--- config.mk ---
export PLATFORM = sky130hd
export DESIGN_NAME = mem_gate
export DESIGN_NICKNAME = d
export VERILOG_FILES = /design/src/rtl/mg_pkg.sv /design/src/rtl/mg_align_chk.sv /design/src/rtl/mg_region_dec.sv /design/src/rtl/mg_lane_steer.sv /design/src/rtl/mem_gate.sv
export SDC_FILE = /design/constraint.sdc
export NUM_CORES = 1
export LEC_CHECK = 0
export ABC_AREA = 1
export BUFFER_PORTS_ARGS = -buffer_cell sky130_fd_sc_hd__buf_2
export CAP_MARGIN = 40
export CORE_MARGIN = 10
export CORE_UTILIZATION = 35
export CTS_CLUSTER_SIZE = 12
export DETAILED_ROUTE_END_ITERATION = 16
export GPL_TIMING_DRIVEN = 0
export PLACE_DENSITY = 0.8
export SYNTH_ARGS = -nofsm -noshare
export SYNTH_HDL_FRONTEND = slang
export SYNTH_SLANG_ARGS = --single-unit
export TNS_END_PERCENT = 1
--- constraint.sdc ---
create_clock -name clk -period 1.5 [get_ports clk]
set_clock_uncertainty 0.1 [all_clocks]
set_input_delay 0.3 -clock clk [delete_from_list [all_inputs] [get_ports clk]]
set_output_delay 0.3 -clock clk [all_outputs]
set_load 0.05 [all_outputs]
--- src/rtl/mg_pkg.sv ---
// Package: shared types for the memory interface.
// Assumes: three fixed regions plus a "none" code for blocked requests.
package mg_pkg;
    typedef enum logic [1:0] {
        RGN_NONE = 2'd0,
        RGN_OS   = 2'd1,
        RGN_USER = 2'd2,
        RGN_IO   = 2'd3
    } region_e;
endpackage

--- src/rtl/mg_align_chk.sv ---
// Alignment checker: flags a word access whose low offset bits are non-zero.
// Assumes: byte accesses are always aligned; OFF_W is log2 of bytes per word.
module mg_align_chk #(
    parameter int AW    = 32,
    parameter int OFF_W = 2
) (
    input  logic [AW-1:0] addr,
    input  logic          is_byte,
    output logic          misalign
);
    // purpose: a word needs every offset bit cleared
    always_comb begin
        misalign = !is_byte && (addr[OFF_W-1:0] != '0);
    end
endmodule

--- src/rtl/mg_region_dec.sv ---
// Region decoder: maps a byte address onto the fixed system/user/I/O map.
// Assumes: IO_BASE > OS_LIMIT; the I/O window runs from IO_BASE to the top.
module mg_region_dec
    import mg_pkg::*;
#(
    parameter int          AW       = 32,
    parameter int unsigned OS_LIMIT = 2048,
    parameter logic [AW-1:0] IO_BASE = 32'h8000_0000
) (
    input  logic [AW-1:0] addr,
    output region_e       region
);
    localparam logic [AW-1:0] OS_TOP = AW'(OS_LIMIT);

    // purpose: upper window first, then the protected low region, else user
    always_comb begin
        if (addr >= IO_BASE)
            region = RGN_IO;
        else if (addr < OS_TOP)
            region = RGN_OS;
        else
            region = RGN_USER;
    end
endmodule

--- src/rtl/mg_lane_steer.sv ---
// Lane steering: big-endian byte enables, store replication and load extraction.
// Assumes: byte offset 0 is the most significant lane of the word.
module mg_lane_steer #(
    parameter int DW = 32
) (
    input  logic [$clog2(DW/8)-1:0] offset,
    input  logic                    is_byte,
    input  logic [DW-1:0]           wdata_in,
    input  logic [DW-1:0]           rdata_mem,
    output logic [DW/8-1:0]         be,
    output logic [DW-1:0]           wdata_out,
    output logic [DW-1:0]           rdata_out
);
    localparam int LANES = DW / 8;
    localparam int OFF_W = $clog2(LANES);
    localparam logic [OFF_W-1:0] LAST = OFF_W'(LANES - 1);

    logic [7:0]       lane_byte [LANES];
    logic [OFF_W-1:0] pick;

    for (genvar j = 0; j < LANES; j++) begin : g_lane
        // purpose: enable lane j when it is the addressed byte or for any word
        always_comb begin
            be[j] = !is_byte || (offset == (LAST - OFF_W'(j)));
        end
        // purpose: byte stores copy bits 7..0 into every lane
        always_comb begin
            wdata_out[j*8 +: 8] = is_byte ? wdata_in[7:0] : wdata_in[j*8 +: 8];
        end
        // purpose: split the returned word into lanes for extraction
        always_comb begin
            lane_byte[j] = rdata_mem[j*8 +: 8];
        end
    end

    // purpose: big-endian lane index for the addressed byte
    always_comb begin
        pick = LAST - offset;
    end

    // purpose: zero-extend the addressed byte, or pass the full word
    always_comb begin
        if (is_byte)
            rdata_out = {{(DW-8){1'b0}}, lane_byte[pick]};
        else
            rdata_out = rdata_mem;
    end
endmodule

--- src/rtl/mem_gate.sv ---
// Memory interface top: alignment check, region decode with user-mode
// write protection, big-endian lane steering and a one-cycle ready response.
// Assumes: targets answer combinationally in the request cycle; synchronous
// active-low reset.
module mem_gate
    import mg_pkg::*;
#(
    parameter int            AW       = 32,
    parameter int            DW       = 32,
    parameter int unsigned   OS_LIMIT = 2048,
    parameter logic [AW-1:0] IO_BASE  = 32'h8000_0000
) (
    input  logic            clk,
    input  logic            rst_n,
    input  logic            req_valid,
    input  logic            req_write,
    input  logic            req_byte,
    input  logic            req_user,
    input  logic [AW-1:0]   req_addr,
    input  logic [DW-1:0]   req_wdata,
    output logic            rsp_ready,
    output logic [DW-1:0]   rsp_rdata,
    output logic            err_misalign,
    output logic            err_protect,
    output logic            sel_os,
    output logic            sel_user,
    output logic            sel_io,
    output logic [AW-1:0]   mem_addr,
    output logic            mem_we,
    output logic [DW/8-1:0] mem_be,
    output logic [DW-1:0]   mem_wdata,
    input  logic [DW-1:0]   mem_rdata
);
    localparam int LANES = DW / 8;
    localparam int OFF_W = $clog2(LANES);

    logic          misalign;
    region_e       region;
    logic          accept;
    logic          protect_hit;
    logic [DW-1:0] load_data;

    mg_align_chk #(.AW(AW), .OFF_W(OFF_W)) u_align (
        .addr     (req_addr),
        .is_byte  (req_byte),
        .misalign (misalign)
    );

    mg_region_dec #(.AW(AW), .OS_LIMIT(OS_LIMIT), .IO_BASE(IO_BASE)) u_dec (
        .addr   (req_addr),
        .region (region)
    );

    mg_lane_steer #(.DW(DW)) u_steer (
        .offset    (req_addr[OFF_W-1:0]),
        .is_byte   (req_byte),
        .wdata_in  (req_wdata),
        .rdata_mem (mem_rdata),
        .be        (mem_be),
        .wdata_out (mem_wdata),
        .rdata_out (load_data)
    );

    // purpose: a request goes to a target unless it is a misaligned word
    always_comb begin
        accept      = req_valid && !misalign;
        protect_hit = accept && req_write && req_user && (region == RGN_OS);
    end

    // purpose: one region select per accepted request
    always_comb begin
        sel_os   = accept && (region == RGN_OS);
        sel_user = accept && (region == RGN_USER);
        sel_io   = accept && (region == RGN_IO);
    end

    // purpose: word-aligned address and write strobe suppressed by protection
    always_comb begin
        mem_addr = {req_addr[AW-1:OFF_W], {OFF_W{1'b0}}};
        mem_we   = accept && req_write && !protect_hit;
    end

    // purpose: registered response with errors and load data aligned to ready
    always_ff @(posedge clk) begin
        if (!rst_n) begin
            rsp_ready    <= 1'b0;
            rsp_rdata    <= '0;
            err_misalign <= 1'b0;
            err_protect  <= 1'b0;
        end else begin
            rsp_ready    <= req_valid;
            rsp_rdata    <= (accept && !req_write) ? load_data : '0;
            err_misalign <= req_valid && misalign;
            err_protect  <= protect_hit;
        end
    end
endmodule

Yosys cells after proc, flatten, opt, wreduce, memory -nomap -nowiden --
Index checks and enable logic that the tools add are counted. Widths: inputs -> output; s select.
Cells by class: mux-type cells 9, eq/ne operators 6, reductions and logical operators 23, $lt $le $gt $ge 3, bitwise operators 3, add/subtract/negate cells 1
Operators with widths (count):
- $mux 8 | 6
- $ge 32x32->1 const B | 1
- $lt 32x12->1 const B | 1
- $bmux 8 s2 | 1
- $logic_and 1x1->1 | 11
- $eq 2x2->1 const B | 4
- $eq 2x1->1 const B | 2
- $logic_not 1->1 | 4
- $logic_or 1x1->1 | 4
- $mux 2 | 2
- $ge 3x3->1 const B | 1
- $not 2->3 | 1
- $reduce_or 3->1 | 1
- $logic_not 2->1 | 1
- $not 1->1 | 2
- $reduce_and 2->1 | 1
- $reduce_bool 2->1 | 1
- $sub 2x2->2 const A | 1
Storage, ports and cells: output and inout bits 107, bits of input ports 102, register bits 35, logic and storage cells 50

Logic depth before layout (Yosys ltp) --
depth in word-level cells 9, depth in mapped cells 7

Hierarchy --
Synthesis repeated with hierarchy kept, for this count alone.
Unflattened totals: cells, all modules 360, area total of the unflattened synthesis 2316.0 um^2
Modules (own cells, without submodules):
- mem_gate | area an instance 1406.3 um^2, seq. area each 700.7 um^2, instances 1, cells an instance 153
- mg_lane_steer | area an instance 807.0 um^2, seq. area each 0.0 um^2, instances 1, cells an instance 184
- mg_region_dec | area an instance 95.1 um^2, seq. area each 0.0 um^2, instances 1, cells an instance 21
- mg_align_chk | area an instance 7.5 um^2, seq. area each 0.0 um^2, instances 1, cells an instance 2

Least setup slack after synthesis --
No wires, ideal clock.
kind input -> output, start point in req_addr[0], end point out mem_we, arrival 1.478 ns, required time 1.100 ns, path slack -0.378 ns, stages on the path 7, buffers on the path 0, cell sequence nor2_4 inv_2 nand2_4 nand2_4 inv_2 nand2_1 nor2_1
On the way: longest elaborated chain between the ends 9, elaborated cells on any way between the ends 14
RTL lines:
- start, declared | line mem_gate.sv:19 | input logic [AW-1:0] req_addr,
- parallel branches: the longest is 8 deep, another holds $lt 32x12->1
- $logic_and 1x1->1 (*) | line mem_gate.sv:80 | mem_we = accept && req_write && !protect_hit;
- end, declared | line mem_gate.sv:29 | output logic mem_we,
Mark *: on every way between the ends.

Worst setup path in the final report --
start point in req_byte, end point out mem_we
On the way: longest elaborated chain between the ends 9
RTL lines:
- start, declared | line mem_gate.sv:17 | input logic req_byte,
- $logic_not 1->1 (*) | line mg_align_chk.sv:13 | misalign = !is_byte && (addr[OFF_W-1:0] != '0);
- $logic_and 1x1->1 (*) | line mg_align_chk.sv:13
- $logic_not 1->1 (*) | line mem_gate.sv:66 | accept = req_valid && !misalign;
- $logic_and 1x1->1 (*) | line mem_gate.sv:66
- $logic_and 1x1->1 (*) | line mem_gate.sv:67, mem_gate.sv:80
- $logic_and 1x1->1 (2 in a row) | line mem_gate.sv:67 | protect_hit = accept && req_write && req_user && (region == RGN_OS);
- $logic_not 1->1 | line mem_gate.sv:80
- $logic_and 1x1->1 (*) | line mem_gate.sv:80
Every way passes the cells marked *; elsewhere a longest branch is shown, timed or not.

==> flow_summary_export.csv <==
group,metric,value,unit
outcome,outcome,"finished, violations left",
outcome,violations,"setup timing",
job,max-cap-violations,0,
timing,fin_hold_ws,0.143,ns
timing,fin_crit_sh,104,%
global_routing,grt_pass1_wl,13000,µm
global_routing,grt.total_usage,18.2,%
clock_network,cts_sinks,35,
min_path,hold_class,"input pin to flop",
clock_network,cts-root-buf,"clkbuf_8",
synthesis,synth_compound_area_share,4.82,%
place,place_hpwl,7580,µm
timing,final-hold-violation-count,0,
global_routing,grt_antenna_before_repair,1,
critical_path,path_max_fanout,8,
finish,design_area,0.00357,mm²
clock_network,cts_buffer_depth,2,
floorplanning,rows,27,
synthesis,synth.most_common_cell,"nand2_1",
pwr,p_comb_share,42.9,%
synthesis,ys_types,22,
drt,initialDrtViolationCount,69,
synthesis,ys_warn_count,0,
synthesis,synth-async-reset-ratio,0,%
critical_path,crit_arrival,1.15,ns
synthesis,synth_top_family_by_area,"simple AND/OR/NAND/NOR gates",
pwr,p_clk_share,22.8,%
place,gp_congestion,0.813,
pwr,seqPwrFrac,34.3,%
drt,routedWlPerCell,16.0,µm
finish,layout-area-overhead-vs-synth,78.6,%
critical_path,required,1.10,ns
timing,fmax,0.644,GHz
drt,ant_nets,0,
timing,tns,-0.0834,ns
timing,worst_slack,-0.0530,ns
drt,routed_via_density,4.44,
finish,drive_above_1_share,58.4,%
floorplanning,die_h,95.5,µm
critical_path,path_class,"input pin to output port",
drt,vias,2571,
global_routing,grt_max_degree,11,
floorplanning,core_area,0.00551,mm²
pwr,peakVddDrop,0.400,mV
pwr,switching_share,39.0,%
global_routing,grt-ovfl-total,0,
drt,wirelength,9270,µm
synthesis,synth_top_area_cell,"dfxtp_1",
global_routing,grt_pass1_vias,2656,
floorplanning,ios,209,
synthesis,yosys-top-cells-count,"nand2_1, nor2_1, buf_4",
synthesis,synth-xor-area-share,0,%
pwr,switching_power,1.07,mW
clock_network,tritoncts,"built",
synthesis,synth_edf_count,0,
synthesis,synth_ff_type,"dfxtp_1",
finish,nets,606,
synthesis,synthAdderAreaFrac,0,%
synthesis,synth_mux_area_share,0,%
synthesis,synthCells,293,
clock_network,htree_levels,2,
synthesis,ys_seq_area_share,35.1,%
drt,detail_route.first_pass.iterations,7,
timing,setup_viol,3,
synthesis,synth-simple-area-share,35.8,%
floorplanning,start_util,36.3,%
synthesis,netlist_area,0.00200,mm²
pwr,cellLeakagePower,2.12,nW
pwr,power.total,2.74,mW
floorplanning,die_area,0.00913,mm²
place,place_area,0.00308,mm²
floorplanning,die-width,95.5,µm
drt,drcViolationCount,0,
timing,grt_setup_unrepaired,"yes",
synthesis,syn_avg_cell_area,6.82,µm²
pwr,p_per_area,769,mW/mm²
synthesis,ys_seq_elements,35,
synthesis,yosys-top-cells-area,"dfxtp_1, nand2_1, buf_4",
timing,slew_viol_final,0,
clock_network,cts_buffers,5,
clock_network,path_clk_slew,0.06,ns
place,place.port_buffers,197,
pwr,internal-power,1.67,mW
timing,min_period,1.55,ns
critical_path,startpoint_type,"input pin",
synthesis,netlist.area_leader.share,35.1,%
critical_path,endpoint_kind,"output port",
-- power groups by stage --
stage,clock network (mW),logic [mW],registers [mW]
final,0.624,1.18,0.942
after detailed placement,0,1.04,0.963
after floorplan,0,0.685,1.00
after CTS,0.639,1.13,0.942
after global placement,0,1.03,0.963
after global routing,0.677,1.24,0.943
-- worst max-delay path, stage by stage --
cell and delay [ns]:
buf_2 0.09, bufinv_8 0.20, nand2_4 0.08, nand2_4 0.07, inv_4 0.06, nand2_1 0.06, nor2_2 0.12, buf_6 0.17
-- layout by cell type, fill, tap and decap left out, drive strengths merged --
cell,instances
bufinv,1
nand4,2
diode,2
clkbuf,11
inv,33
a21oi,8
nor2,46
dfxtp,35
clkinv,1
nand2,106
buf,245
conb,2
o21ai,3
nand3,12
-- through the flow --
stage	instances	setup slack, ns	utilization [%]
5_1_grt	577	-0.0928	64.7
3_3_place_gp	563	-0.382	55.9
4_1_cts	574	-0.0502	61.9
6_report	579	-0.0530	64.8
2_1_floorplan	294	-0.338	-
3_5_place_dp	563	-0.377	55.9
-- worst paths after layout --
kind | start | to | slack (ns) | cells after the start
worst min-delay path | mem_rdata[8] | rsp_rdata[8]$_SDFF_PP0_ | 0.14 | 3
worst max-delay path | req_byte | mem_we | -0.05 | 8
-- area by class of cell --
| class | count | area [µm²] |
|---|---|---|
| Inverter | 34 | 144 |
| Sequential cell | 35 | 701 |
| Timing Repair Buffer | 203 | 1290 |
| Multi-Input combinational cell | 179 | 895 |
| Clock inverter | 1 | 5.00 |
| Buffer | 46 | 359 |
| Fill cell | 495 | 1940 |
| Antenna cell | 2 | 5.00 |
| Clock buffer | 7 | 76.3 |
| Tap cell | 72 | 90.1 |
-- what timing repair did --
action | in CTS | in global routing
hold buffers | 0 | 0
pin swaps | 14 | 21
endpoints found under the setup margin | 29 | 28
buffers inserted | 3 | 3
resized for setup | 69 | 38
-- flip-flops by register name, summed over array words and instances (netlist names) --
signal and flops:
rsp_ready 1, err_protect 1, err_misalign 1, rsp_rdata 32
-- kinds of logic after synthesis --
kind of cell | Yosys count
flip-flops | 35
AND/OR/NAND/NOR | 166
buffers and inverters | 80
other | 1
AO/OA/AOI/OAI | 11
-- layer usage --
layer | up-vias | wire [µm] | global-route usage [%]
li1 | 1255 | - | -
met1 | 1142 | 2760 | 15.1
met2 | 152 | 5000 | 34.7
met3 | 20 | 1260 | 9.82
met4 | 2 | 236 | 7.86
met5 | - | 11 | 0
(Power assumes the default switching activity.)
